### config.mk
export PLATFORM = sky130hd
export DESIGN_NAME = phy_link_seq
export DESIGN_NICKNAME = d
export VERILOG_FILES = /design/src/rtl/phy_link_seq_pkg.sv /design/src/rtl/phy_link_seq_ctrl.sv /design/src/rtl/phy_link_seq_dp.sv /design/src/rtl/phy_link_seq.sv
export SDC_FILE = /design/constraint.sdc
export NUM_CORES = 1
export LEC_CHECK = 0
export ABC_AREA = 1
export BUFFER_PORTS_ARGS = -buffer_cell sky130_fd_sc_hd__buf_4
export CORE_ASPECT_RATIO = 0.6
export CORE_MARGIN = 1.5
export CORE_UTILIZATION = 47
export CTS_CLUSTER_SIZE = 40
export DETAILED_ROUTE_END_ITERATION = 8
export PLACE_DENSITY = 0.75
export RECOVER_POWER = 100
export SLEW_MARGIN = 0
export SYNTH_ARGS = -nofsm -noshare
export SYNTH_HDL_FRONTEND = slang
export SYNTH_SLANG_ARGS = --single-unit
### constraint.sdc
create_clock -name clk -period 1.6 [get_ports clk]
set_input_delay 0.08 -clock clk [delete_from_list [all_inputs] [get_ports clk]]
set_output_delay 0.08 -clock clk [all_outputs]
set_load 0.02 [all_outputs]
### src/rtl/phy_link_seq_pkg.sv
package phy_link_seq_pkg;
  localparam int IDX_W = 8;

  localparam logic [1:0] PCTL_IDLE   = 2'b00;
  localparam logic [1:0] PCTL_STATUS = 2'b01;
  localparam logic [1:0] PCTL_RECV   = 2'b10;
  localparam logic [1:0] PCTL_GRANT  = 2'b11;

  localparam logic [1:0] LCTL_IDLE = 2'b00;
  localparam logic [1:0] LCTL_HOLD = 2'b01;
  localparam logic [1:0] LCTL_XMIT = 2'b10;

  typedef enum logic [2:0] {
    DRV_IDLE, DRV_STAT, DRV_RXBEGIN, DRV_SPEED, DRV_SYM, DRV_GRANT, DRV_OFF
  } drvSel_e;

  typedef struct packed {
    drvSel_e          sel;
    logic [IDX_W-1:0] statIdx;
  } drvStrobe_t;

  typedef enum logic [3:0] {
    ST_IDLE, ST_STAT, ST_RXBEGIN, ST_RXDATA, ST_GRANT,
    ST_GIDLE, ST_LINK, ST_TURN, ST_REGAP
  } seqState_e;
endpackage

### src/rtl/phy_link_seq_ctrl.sv
module phy_link_seq_ctrl
  import phy_link_seq_pkg::*;
#(
  parameter int STAT_W  = 16,
  parameter int GAP_CYC = 4
) (
  input  logic       clk,
  input  logic       rstN,
  input  logic       rxDataOn,
  input  logic       rxSymValid,
  input  logic       statValid,
  input  logic       arbWon,
  input  logic [1:0] ctlIn,
  output logic       statTaken,
  output drvStrobe_t strobe
);
  localparam int PAIRS = STAT_W / 2;
  localparam int CNT_W = (PAIRS > 1) ? $clog2(PAIRS) : 1;
  localparam int GAP_W = (GAP_CYC > 1) ? $clog2(GAP_CYC) : 1;
  localparam logic [CNT_W-1:0] LAST_PAIR = CNT_W'(PAIRS - 1);
  localparam logic [GAP_W-1:0] GAP_LAST  = GAP_W'(GAP_CYC - 1);

  seqState_e        st, stNext;
  logic [CNT_W-1:0] statCnt, cntNext, idx;
  logic [GAP_W-1:0] gapCnt, gapNext;
  drvSel_e          sel;
  logic             holdValid, linkActive, prevTx, reGrant;

  always_comb begin
    stNext    = st;
    cntNext   = statCnt;
    gapNext   = gapCnt;
    sel       = DRV_IDLE;
    idx       = statCnt;
    statTaken = 1'b0;
    unique case (st)
      ST_IDLE, ST_STAT: begin
        if (rxDataOn) begin
          stNext = ST_RXBEGIN;
          sel    = DRV_RXBEGIN;
        end else if (arbWon) begin
          stNext = ST_GRANT;
          sel    = DRV_GRANT;
        end else if (st == ST_IDLE) begin
          if (statValid) begin
            stNext  = ST_STAT;
            sel     = DRV_STAT;
            idx     = '0;
            cntNext = '0;
          end
        end else if (statCnt == LAST_PAIR) begin
          stNext    = ST_IDLE;
          statTaken = 1'b1;
        end else begin
          sel     = DRV_STAT;
          idx     = statCnt + 1'b1;
          cntNext = statCnt + 1'b1;
        end
      end
      ST_RXBEGIN: begin
        if (!rxDataOn) begin
          stNext = ST_IDLE;
        end else if (rxSymValid) begin
          stNext = ST_RXDATA;
          sel    = DRV_SPEED;
        end else begin
          sel = DRV_RXBEGIN;
        end
      end
      ST_RXDATA: begin
        if (holdValid) sel = DRV_SYM;
        else           stNext = ST_IDLE;
      end
      ST_GRANT: stNext = ST_GIDLE;
      ST_GIDLE: begin
        stNext = ST_LINK;
        sel    = DRV_OFF;
      end
      ST_LINK: begin
        sel = DRV_OFF;
        if (ctlIn == LCTL_IDLE && linkActive) stNext = ST_TURN;
      end
      ST_TURN: begin
        stNext  = reGrant ? ST_REGAP : ST_IDLE;
        gapNext = '0;
      end
      ST_REGAP: begin
        if (rxDataOn) begin
          stNext = ST_RXBEGIN;
          sel    = DRV_RXBEGIN;
        end else if (gapCnt == GAP_LAST) begin
          stNext = ST_GRANT;
          sel    = DRV_GRANT;
        end else begin
          gapNext = gapCnt + 1'b1;
        end
      end
      default: stNext = ST_IDLE;
    endcase
  end

  always_ff @(posedge clk) begin
    if (!rstN) begin
      st         <= ST_IDLE;
      statCnt    <= '0;
      gapCnt     <= '0;
      holdValid  <= 1'b0;
      linkActive <= 1'b0;
      prevTx     <= 1'b0;
      reGrant    <= 1'b0;
    end else begin
      st        <= stNext;
      statCnt   <= cntNext;
      gapCnt    <= gapNext;
      holdValid <= rxSymValid;
      if (st == ST_GIDLE) begin
        linkActive <= 1'b0;
        prevTx     <= 1'b0;
        reGrant    <= 1'b0;
      end else if (st == ST_LINK) begin
        if (ctlIn == LCTL_HOLD || ctlIn == LCTL_XMIT) linkActive <= 1'b1;
        if (ctlIn == LCTL_HOLD && prevTx) reGrant <= 1'b1;
        prevTx <= (ctlIn == LCTL_XMIT);
      end
    end
  end

  assign strobe.sel     = sel;
  assign strobe.statIdx = IDX_W'(idx);

  AST_DONE_LEAVES_STATUS: assert property (@(posedge clk) disable iff (!rstN)
    statTaken |=> (st != ST_STAT));
endmodule

### src/rtl/phy_link_seq_dp.sv
module phy_link_seq_dp
  import phy_link_seq_pkg::*;
#(
  parameter int STAT_W = 16,
  parameter int DATA_W = 4
) (
  input  logic              clk,
  input  logic              rstN,
  input  drvStrobe_t        strobe,
  input  logic [STAT_W-1:0] statWord,
  input  logic [DATA_W-1:0] rxSym,
  input  logic              rxSymValid,
  input  logic              rxFast,
  output logic [1:0]        ctlOut,
  output logic              ctlOe,
  output logic [DATA_W-1:0] dataOut,
  output logic              dataOe
);
  logic [DATA_W-1:0] symHold, dataNext;
  logic [STAT_W-1:0] statShift;
  logic [1:0]        ctlNext;
  logic              oeNext, fastQ;

  always_comb begin
    statShift = statWord << (2 * strobe.statIdx);
    ctlNext   = PCTL_IDLE;
    dataNext  = '0;
    oeNext    = 1'b1;
    unique case (strobe.sel)
      DRV_STAT: begin
        ctlNext     = PCTL_STATUS;
        dataNext[0] = statShift[STAT_W-1];
        dataNext[1] = statShift[STAT_W-2];
      end
      DRV_RXBEGIN: begin
        ctlNext  = PCTL_RECV;
        dataNext = '1;
      end
      DRV_SPEED: begin
        ctlNext     = PCTL_RECV;
        dataNext[1] = rxFast;
      end
      DRV_SYM: begin
        ctlNext = PCTL_RECV;
        if (fastQ) dataNext = symHold;
        else       dataNext[1:0] = symHold[1:0];
      end
      DRV_GRANT: ctlNext = PCTL_GRANT;
      DRV_OFF:   oeNext = 1'b0;
      default: ;
    endcase
  end

  always_ff @(posedge clk) begin
    if (!rstN) begin
      ctlOut  <= PCTL_IDLE;
      dataOut <= '0;
      ctlOe   <= 1'b1;
      dataOe  <= 1'b1;
      symHold <= '0;
      fastQ   <= 1'b0;
    end else begin
      ctlOut  <= ctlNext;
      dataOut <= dataNext;
      ctlOe   <= oeNext;
      dataOe  <= oeNext;
      if (rxSymValid) symHold <= rxSym;
      if (strobe.sel == DRV_SPEED) fastQ <= rxFast;
    end
  end

  AST_GRANT_ONE_CYCLE: assert property (@(posedge clk) disable iff (!rstN)
    (ctlOe && ctlOut == PCTL_GRANT) |=> (ctlOe && ctlOut == PCTL_IDLE));
  AST_RELEASE_AFTER_IDLE: assert property (@(posedge clk) disable iff (!rstN)
    $fell(ctlOe) |-> ($past(ctlOut) == PCTL_IDLE));
  AST_RESUME_WITH_IDLE: assert property (@(posedge clk) disable iff (!rstN)
    $rose(ctlOe) |-> (ctlOut == PCTL_IDLE));
  AST_STATUS_GAP: assert property (@(posedge clk) disable iff (!rstN)
    (ctlOe && ctlOut == PCTL_STATUS && !($past(ctlOe) && $past(ctlOut) == PCTL_STATUS))
      |-> ($past(ctlOe) && $past(ctlOut) == PCTL_IDLE));
endmodule

### src/rtl/phy_link_seq.sv
module phy_link_seq
  import phy_link_seq_pkg::*;
#(
  parameter int STAT_W  = 16,
  parameter int DATA_W  = 4,
  parameter int GAP_CYC = 4
) (
  input  logic              clk,
  input  logic              rstN,
  input  logic              rxDataOn,
  input  logic              rxSymValid,
  input  logic [DATA_W-1:0] rxSym,
  input  logic              rxFast,
  input  logic              statValid,
  input  logic [STAT_W-1:0] statWord,
  output logic              statTaken,
  input  logic              arbWon,
  input  logic [1:0]        ctlIn,
  output logic [1:0]        ctlOut,
  output logic              ctlOe,
  output logic [DATA_W-1:0] dataOut,
  output logic              dataOe
);
  drvStrobe_t strobe;

  phy_link_seq_ctrl #(.STAT_W(STAT_W), .GAP_CYC(GAP_CYC)) u_ctrl (
    .clk(clk), .rstN(rstN), .rxDataOn(rxDataOn), .rxSymValid(rxSymValid),
    .statValid(statValid), .arbWon(arbWon), .ctlIn(ctlIn),
    .statTaken(statTaken), .strobe(strobe)
  );

  phy_link_seq_dp #(.STAT_W(STAT_W), .DATA_W(DATA_W)) u_dp (
    .clk(clk), .rstN(rstN), .strobe(strobe), .statWord(statWord),
    .rxSym(rxSym), .rxSymValid(rxSymValid), .rxFast(rxFast),
    .ctlOut(ctlOut), .ctlOe(ctlOe), .dataOut(dataOut), .dataOe(dataOe)
  );
endmodule

==> flow_metrics.env, run 1 <==
export IMPL_reg2reg_from="u_ctrl.st[3]$_SDFFE_PN0P_"
export IMPL_rsz0062_at_grt="yes"
export IMPL_grt_use_total_pct=22.2
export IMPL_cts_buffer_depth=2
export IMPL_placed_area_sq_um=1960
export IMPL_p_int_uw=1170
export IMPL_syn_inst=221
export IMPL_max_stage_delay_ns=0.35
export IMPL_ys_warnings_count=0
export IMPL_die_h_microns=46.5
export IMPL_synthesis_area_sq_um=1490
export IMPL_synth_top_cell_area_share_pct=33.7
export IMPL_hold_viol_final=0
export IMPL_min_to="u_ctrl.holdValid$_SDFF_PN0_"
export IMPL_dp_slack_ns=-0.100
export IMPL_fin_worst_skew_ns=0.00325
export IMPL_violations="negative setup slack"
export IMPL_synthFlopType="dfxtp_1"
export IMPL_synth_largest_area_cell="dfxtp_1"
export IMPL_ios=38
export IMPL_grt_pass1_vias=1300
export IMPL_synth_seq_area_share_pct=33.7
export IMPL_rr_endpoint="u_dp.dataOut[1]$_SDFF_PN0_"
export IMPL_numCtsBuffers=3
export IMPL_dieWidth_microns=75.6
export IMPL_globalplace_congestion=0.852
export IMPL_fin_nets=321
export IMPL_timing_final_ws_setup_ns=-0.0888
export IMPL_clock_sinks=25
export IMPL_grt_pass1_wl_mm=5.75
export IMPL_wl_mm=3.73
export IMPL_yosysUniqueCellTypes=30
export IMPL_outcome="complete, but fails checks"
export IMPL_clkTransAtPathRegs_ns=0.08
export IMPL_syn_to_final_growth_pct=40.0
export IMPL_setup_tns_ns=-0.178
export IMPL_cp_max_fo=6
export IMPL_leakagePower_uw=0.00104
export IMPL_cts_tree="done"
export IMPL_worstMarginPinSlew_ns=0.505
export IMPL_min_from="rxSymValid"
export IMPL_root_buffer="clkbuf_8"
export IMPL_power_total_uw=1860
export IMPL_reg2reg_depth=10
export IMPL_path_class="reg -> reg"
export IMPL_cpLargestDelayFamily="simple AND/OR/NAND/NOR gates"
export IMPL_dp_hpwl_mm=2.76
export IMPL_drt_initial_drc_count=100
export IMPL_setup_viol_count_final=4
export IMPL_startpoint_type="flip-flop"
export IMPL_grt_max_degree=16
export IMPL_htreeDepth=1
export IMPL_rows=15
export IMPL_drc=0
export IMPL_powerDensity_nw_per_um2=893
export IMPL_synth_area_leaders="dfxtp_1 (34%), inv_1 (11%), nand3_1 (10%), nand2_1 (10%), nor2_1 (5.6%)"
export IMPL_via_per_inst=4.90
export IMPL_required_ns=1.80
export IMPL_final_cell_mix="buf_4 (53), inv_1 (44), nand2_1 (39)"
export IMPL_dr_pass1_iters=4
export IMPL_slew_headroom_pct=66.3
export IMPL_combinationalPowerShare_pct=42.1
export IMPL_clock_latency_ns=0.27
export IMPL_overflow=0
export IMPL_dieArea_sq_um=3520
export IMPL_ys_ff_latch=25
export IMPL_final_common_cell="buf_4"
export IMPL_clock_power_share_pct=19.5
export IMPL_syn_nets=255
export IMPL_portBuffers=37
export IMPL_synthArstFlopShare_pct=0
export IMPL_syn_avg_cell_area_sq_um=6.72
export IMPL_wl_per_cell_microns=11.4
export IMPL_core_sq_um=2950
export IMPL_p_seq_share_pct=38.4
export IMPL_maxCapViolCount=0
export IMPL_peakVddDrop_mv=0.773
export IMPL_critPathSlowestCell="dfxtp_2"
export IMPL_fin_crit_sh_pct=106
export IMPL_crit_path_end_kind="flip-flop"
export IMPL_switching_share_pct=37.0
export IMPL_period_needed_ns=1.69
export IMPL_grt_antenna_before_repair=0
export IMPL_finalInstanceArea_sq_um=2080
export IMPL_drive_gt1_share_pct=28.0
export IMPL_cp_common_cell="nand3_1"
export IMPL_vias=1608
export IMPL_crit_chain="nor2_4 > nand3_4 > buf_12 > o21ai_4 > nand2_2 > nand2_1 > nand3_1 > nand3_1 > nand3_1 > a21oi_1"
export IMPL_worst_ep_arrival_time_ns=1.89
export IMPL_antenna_cells=0
export IMPL_synth_edf_count=0
export IMPL_initial_utilization_pct=50.4
export IMPL_regToRegSetupSlack_ns=-0.09
export IMPL_p_sw_uw=687
export IMPL_hp_class="in -> reg"
export IMPL_slew_viol_final=0
export IMPL_ant_nets=0
export IMPL_fmax_ghz=0.592
export IMPL_hold_path_cell_count=3
export IMPL_path_buf_inv=1
## kinds of logic (layout without fill, tap and decap cells)
group	Yosys count	in the layout	share of synthesized area, %
and+or+nand+nor	110	111	35.9
adders and majority gates	5	5	4.21
AOI/OAI and AO/OA	33	34	13.8
buffers and inverters	48	111	12.4
DFF	25	25	33.7
## layer usage
| metal | GRT usage (%) | share of wire (%) | routed length (microns) |
|---|---|---|---|
| met3 | 5.25 | 7.9 | 296 |
| met4 | 3.21 | 0.43 | 16 |
| met2 | 31.9 | 39 | 1440 |
| met1 | 33.8 | 53 | 1980 |
| met5 | 0 | 0 | 0 |
## stage by stage
step	hold WS [ns]	utilization, %	cells
after floorplan	0.173	-	221
after global routing	0.0391	70.6	328
after detailed placement	0.311	66.5	318
final	0.0358	70.6	328
after global placement	0.303	66.5	318
after CTS	0.0299	70.1	326
## synth_stat cells (2+ instances only)
cell	number
a211oi_1	4
dfxtp_1	25
clkbuf_1	2
nand3b_1	3
nand4_1	2
nand2_1	41
nand3_1	31
o21ai_0	10
inv_1	44
nor2_1	22
ha_1	5
a21oi_1	14
## worst max path at each step
| stage | end | from | depth (start not counted) | slack (ns) |
|---|---|---|---|---|
| final | u_dp.dataOut[1]$_SDFF_PN0_ | u_ctrl.st[3]$_SDFFE_PN0P_ | 10 | -0.09 |
| after global routing | u_dp.dataOut[0]$_SDFF_PN0_ | u_ctrl.st[3]$_SDFFE_PN0P_ | 10 | -0.17 |
| after CTS | u_dp.dataOut[0]$_SDFF_PN0_ | u_ctrl.st[2]$_SDFFE_PN0P_ | 8 | -0.01 |
| after detailed placement | u_dp.dataOut[0]$_SDFF_PN0_ | u_ctrl.statCnt[0]$_SDFF_PN0_ | 10 | -0.1 |
| after global placement | u_dp.dataOut[1]$_SDFF_PN0_ | u_ctrl.statCnt[0]$_SDFF_PN0_ | 10 | -0.04 |
| after floorplan | u_dp.dataOut[0]$_SDFF_PN0_ | u_ctrl.statCnt[0]$_SDFF_PN0_ | 10 | 0.08 |
## power by group through the flow
stage | sequential [uW] | clock, uW | combinational, uW
detailed placement | 724 | 0 | 691
global placement | 724 | 0 | 684
finish | 713 | 362 | 782
floorplan | 751 | 0 | 392
CTS | 713 | 372 | 750
global route | 720 | 401 | 855
## worst reg2reg max path, delay by kind of cell (launching register included)
family	cells	cell delay, ns
buf+inv	1	0.16
simple gates	7	0.76
flops	1	0.35
compound gates	2	0.36
## sequential cells by signal, summed over array words and instances (netlist names)
| name | count |
|---|---|
| u_dp.dataOe | 1 |
| u_ctrl.prevTx | 1 |
| u_dp.dataOut | 4 |
| u_ctrl.reGrant | 1 |
| u_ctrl.holdValid | 1 |
| u_dp.ctlOut | 2 |
| u_ctrl.st | 4 |
| u_dp.fastQ | 1 |
| u_ctrl.statCnt | 3 |
| u_ctrl.linkActive | 1 |
| u_dp.symHold | 4 |
| u_ctrl.gapCnt | 2 |
## area by class of cell
class / instances / area (sq um)
well taps: 42 / 52.6
repair buffers: 62 / 448
flip-flops and latches: 25 / 503
clock inverters: 1 / 5.00
multi-input cells: 150 / 861
inverters: 45 / 169
fillers: 270 / 867
clock buffers: 3 / 41.3
## what timing repair did
item | CTS | global route
pin swaps | 7 | 2
endpoints found under the setup margin | 5 | 11
resized for setup | 6 | 8
setup buffers | 3 | 1
cloned | 1 | 1
hold buffers | 0 | 0
Power figures use the tool's default switching activity.
==> run 2: changes to the inputs <==
MAX_ROUTING_LAYER = met4   (was unset)
REMOVE_ABC_BUFFERS = 1   (was unset)
==> run 2 against run 1 <==
The run still ends with negative setup slack left. Core utilization rose by 0.85 points. Clock-buffer cell count did not move. Global-route usage rose by 2.8 points. Total power rose by 1.6%. Worst hold slack got worse by 0.0052 ns. Clock skew rose by 0.0030 ns. Wire length rose by 9.3%. Cell count fell by 0.91%. Worst setup slack got worse by 0.0031 ns. Via count rose by 1.1%. Critical endpoint unchanged.
==> flow_metrics.env, run 2 (synthesis results as in run 1) <==
export IMPL_die_h_microns=46.5
export IMPL_dieArea_sq_um=3520
export IMPL_worstMarginPinSlew_ns=0.497
export IMPL_timing_final_ws_setup_ns=-0.0919
export IMPL_numCtsBuffers=3
export IMPL_portBuffers=37
export IMPL_final_cell_mix="buf_4 (50), inv_1 (41), nand2_1 (34)"
export IMPL_violations="negative setup slack"
export IMPL_p_seq_share_pct=38.0
export IMPL_powerDensity_nw_per_um2=896
export IMPL_use_met1_pct=34.3
export IMPL_p_sw_uw=714
export IMPL_maxCapViolCount=0
export IMPL_finalInstanceArea_sq_um=2100
export IMPL_overflow=0
export IMPL_syn_to_final_growth_pct=41.7
export IMPL_wl_per_cell_microns=12.5
export IMPL_dp_slack_ns=-0.109
export IMPL_clock_latency_ns=0.28
export IMPL_setup_viol_count_final=4
export IMPL_cts_tree="done"
export IMPL_dr_pass1_iters=4
export IMPL_fill_cells=258
export IMPL_regToRegSetupSlack_ns=-0.09
export IMPL_root_buffer="clkbuf_8"
export IMPL_fin_crit_sh_pct=106
export IMPL_grt_use_total_pct=25.0
export IMPL_fin_worst_skew_ns=0.00623
export IMPL_rows=15
export IMPL_path_class="reg -> reg"
export IMPL_dp_hpwl_mm=2.95
export IMPL_worst_ep_arrival_time_ns=1.90
export IMPL_core_sq_um=2950
export IMPL_final_util_pct=71.4
export IMPL_required_ns=1.81
export IMPL_cts_buffer_depth=2
export IMPL_fmax_ghz=0.591
export IMPL_antenna_cells=0
export IMPL_dieWidth_microns=75.6
export IMPL_reg_largest_list="u_ctrl.st: 4 flops, u_dp.dataOut: 4 flops, u_dp.symHold: 4 flops"
export IMPL_vias=1625
export IMPL_period_needed_ns=1.69
export IMPL_placed_area_sq_um=1940
export IMPL_initial_utilization_pct=50.4
export IMPL_clkTransAtPathRegs_ns=0.09
export IMPL_hp_class="in -> reg"
export IMPL_rr_endpoint="u_dp.dataOut[1]$_SDFF_PN0_"
export IMPL_grt_antenna_before_repair=0
export IMPL_gr_max_usage_layer="met2"
export IMPL_reg2reg_depth=9
export IMPL_wl_mm=4.07
export IMPL_grt_util_met2_pct=37.2
export IMPL_fin_nets=318
export IMPL_ant_nets=0
export IMPL_final_common_cell="buf_4"
export IMPL_rsz0062_at_grt="yes"
export IMPL_grt_pass1_vias=1413
export IMPL_use_met3_pct=5.69
export IMPL_via_per_inst=5.00
export IMPL_slew_viol_final=0
export IMPL_peakVddDrop_mv=0.538
export IMPL_crit_path_end_kind="flip-flop"
export IMPL_clock_power_share_pct=20.7
export IMPL_min_from="rxSym[3]"
export IMPL_outcome="complete, but fails checks"
export IMPL_leakagePower_uw=0.00103
export IMPL_grt_pass1_wl_mm=6.18
export IMPL_drc=0
export IMPL_globalplace_congestion=0.930
export IMPL_cp_max_fo=7
export IMPL_reg2reg_from="u_ctrl.st[2]$_SDFFE_PN0P_"
export IMPL_hold_viol_final=0
export IMPL_hold_path_cell_count=3
export IMPL_startpoint_type="flip-flop"
export IMPL_ios=38
export IMPL_grt_max_degree=16
export IMPL_drive_gt1_share_pct=32.9
export IMPL_p_int_uw=1170
export IMPL_hold_buffers=0
export IMPL_slew_headroom_pct=66.8
export IMPL_combinationalPowerShare_pct=41.3
export IMPL_drt_initial_drc_count=145
export IMPL_switching_share_pct=37.9
export IMPL_min_to="u_dp.symHold[3]$_SDFFE_PN0P_"
export IMPL_clock_sinks=25
export IMPL_htreeDepth=1
run 2: per-stage QoR:
step | cells | TNS [ns] | hold WS, ns | power, uW
floorplan | 218 | 0 | 0.173 | 1140
global placement | 315 | -0.0636 | 0.300 | 1390
detailed placement | 315 | -0.189 | 0.309 | 1400
CTS | 321 | -0.0438 | 0.0286 | 1820
global route | 325 | -1.11 | 0.0299 | 2010
finish | 325 | -0.189 | 0.0307 | 1890
run 2: worst max path at each step:
stage	start	to	slack, ns	cells past startpoint
final	u_ctrl.st[2]$_SDFFE_PN0P_	u_dp.dataOut[1]$_SDFF_PN0_	-0.09	9
after global routing	u_ctrl.st[2]$_SDFFE_PN0P_	u_dp.dataOut[0]$_SDFF_PN0_	-0.18	9
after CTS	u_ctrl.st[1]$_SDFFE_PN0P_	u_dp.dataOut[0]$_SDFF_PN0_	-0.03	9
after detailed placement	u_ctrl.statCnt[0]$_SDFF_PN0_	u_dp.dataOut[1]$_SDFF_PN0_	-0.11	10
after global placement	u_ctrl.statCnt[0]$_SDFF_PN0_	u_dp.dataOut[1]$_SDFF_PN0_	-0.04	10
after floorplan	u_ctrl.statCnt[0]$_SDFF_PN0_	u_dp.dataOut[0]$_SDFF_PN0_	0.08	10
run 2: power by group through the flow:
stage                     Combinational (uW)  Sequential [uW]  Clock, uW
after floorplan                          385              753          0
after global placement                   668              724          0
after detailed placement                 672              726          0
after CTS                                712              713        393
after global routing                     854              723        433
final                                    780              717        389
run 2: layout make-up:
class,count,area [sq um],share of cell area [%]
Timing Repair Buffer,61,439,20.9
Tap cell,42,52.6,2.50
Sequential cell,25,504,24.0
Clock inverter,1,7.51,0.357
Clock buffer,3,41.3,1.96
Multi-Input combinational cell,148,888,42.2
Inverter,45,171,8.15
run 2: timing repair:
| action | 4_1_cts | 5_1_grt |
|---|---|---|
| buffers inserted | 2 | 4 |
| setup endpoints to repair | 5 | 13 |
| resized for setup | 8 | 26 |
| pin swaps | 1 | 15 |
run 2: critical path, cell delays in order, from the launching register on:
cell and delay [ns]:
dfxtp_2 0.35, nor2_4 0.23, nand3_4 0.15, or2_1 0.25, a22oi_2 0.20, buf_6 0.16
inv_4 0.03, nand3_1 0.07, nand3_1 0.06, a21oi_1 0.12
run 2: per-layer routing:
metal | share of wire [%] | wire length [microns]
met4 | 0.64 | 26
met1 | 48 | 1970
met5 | 0 | 0
met3 | 7.0 | 284
met2 | 44 | 1800
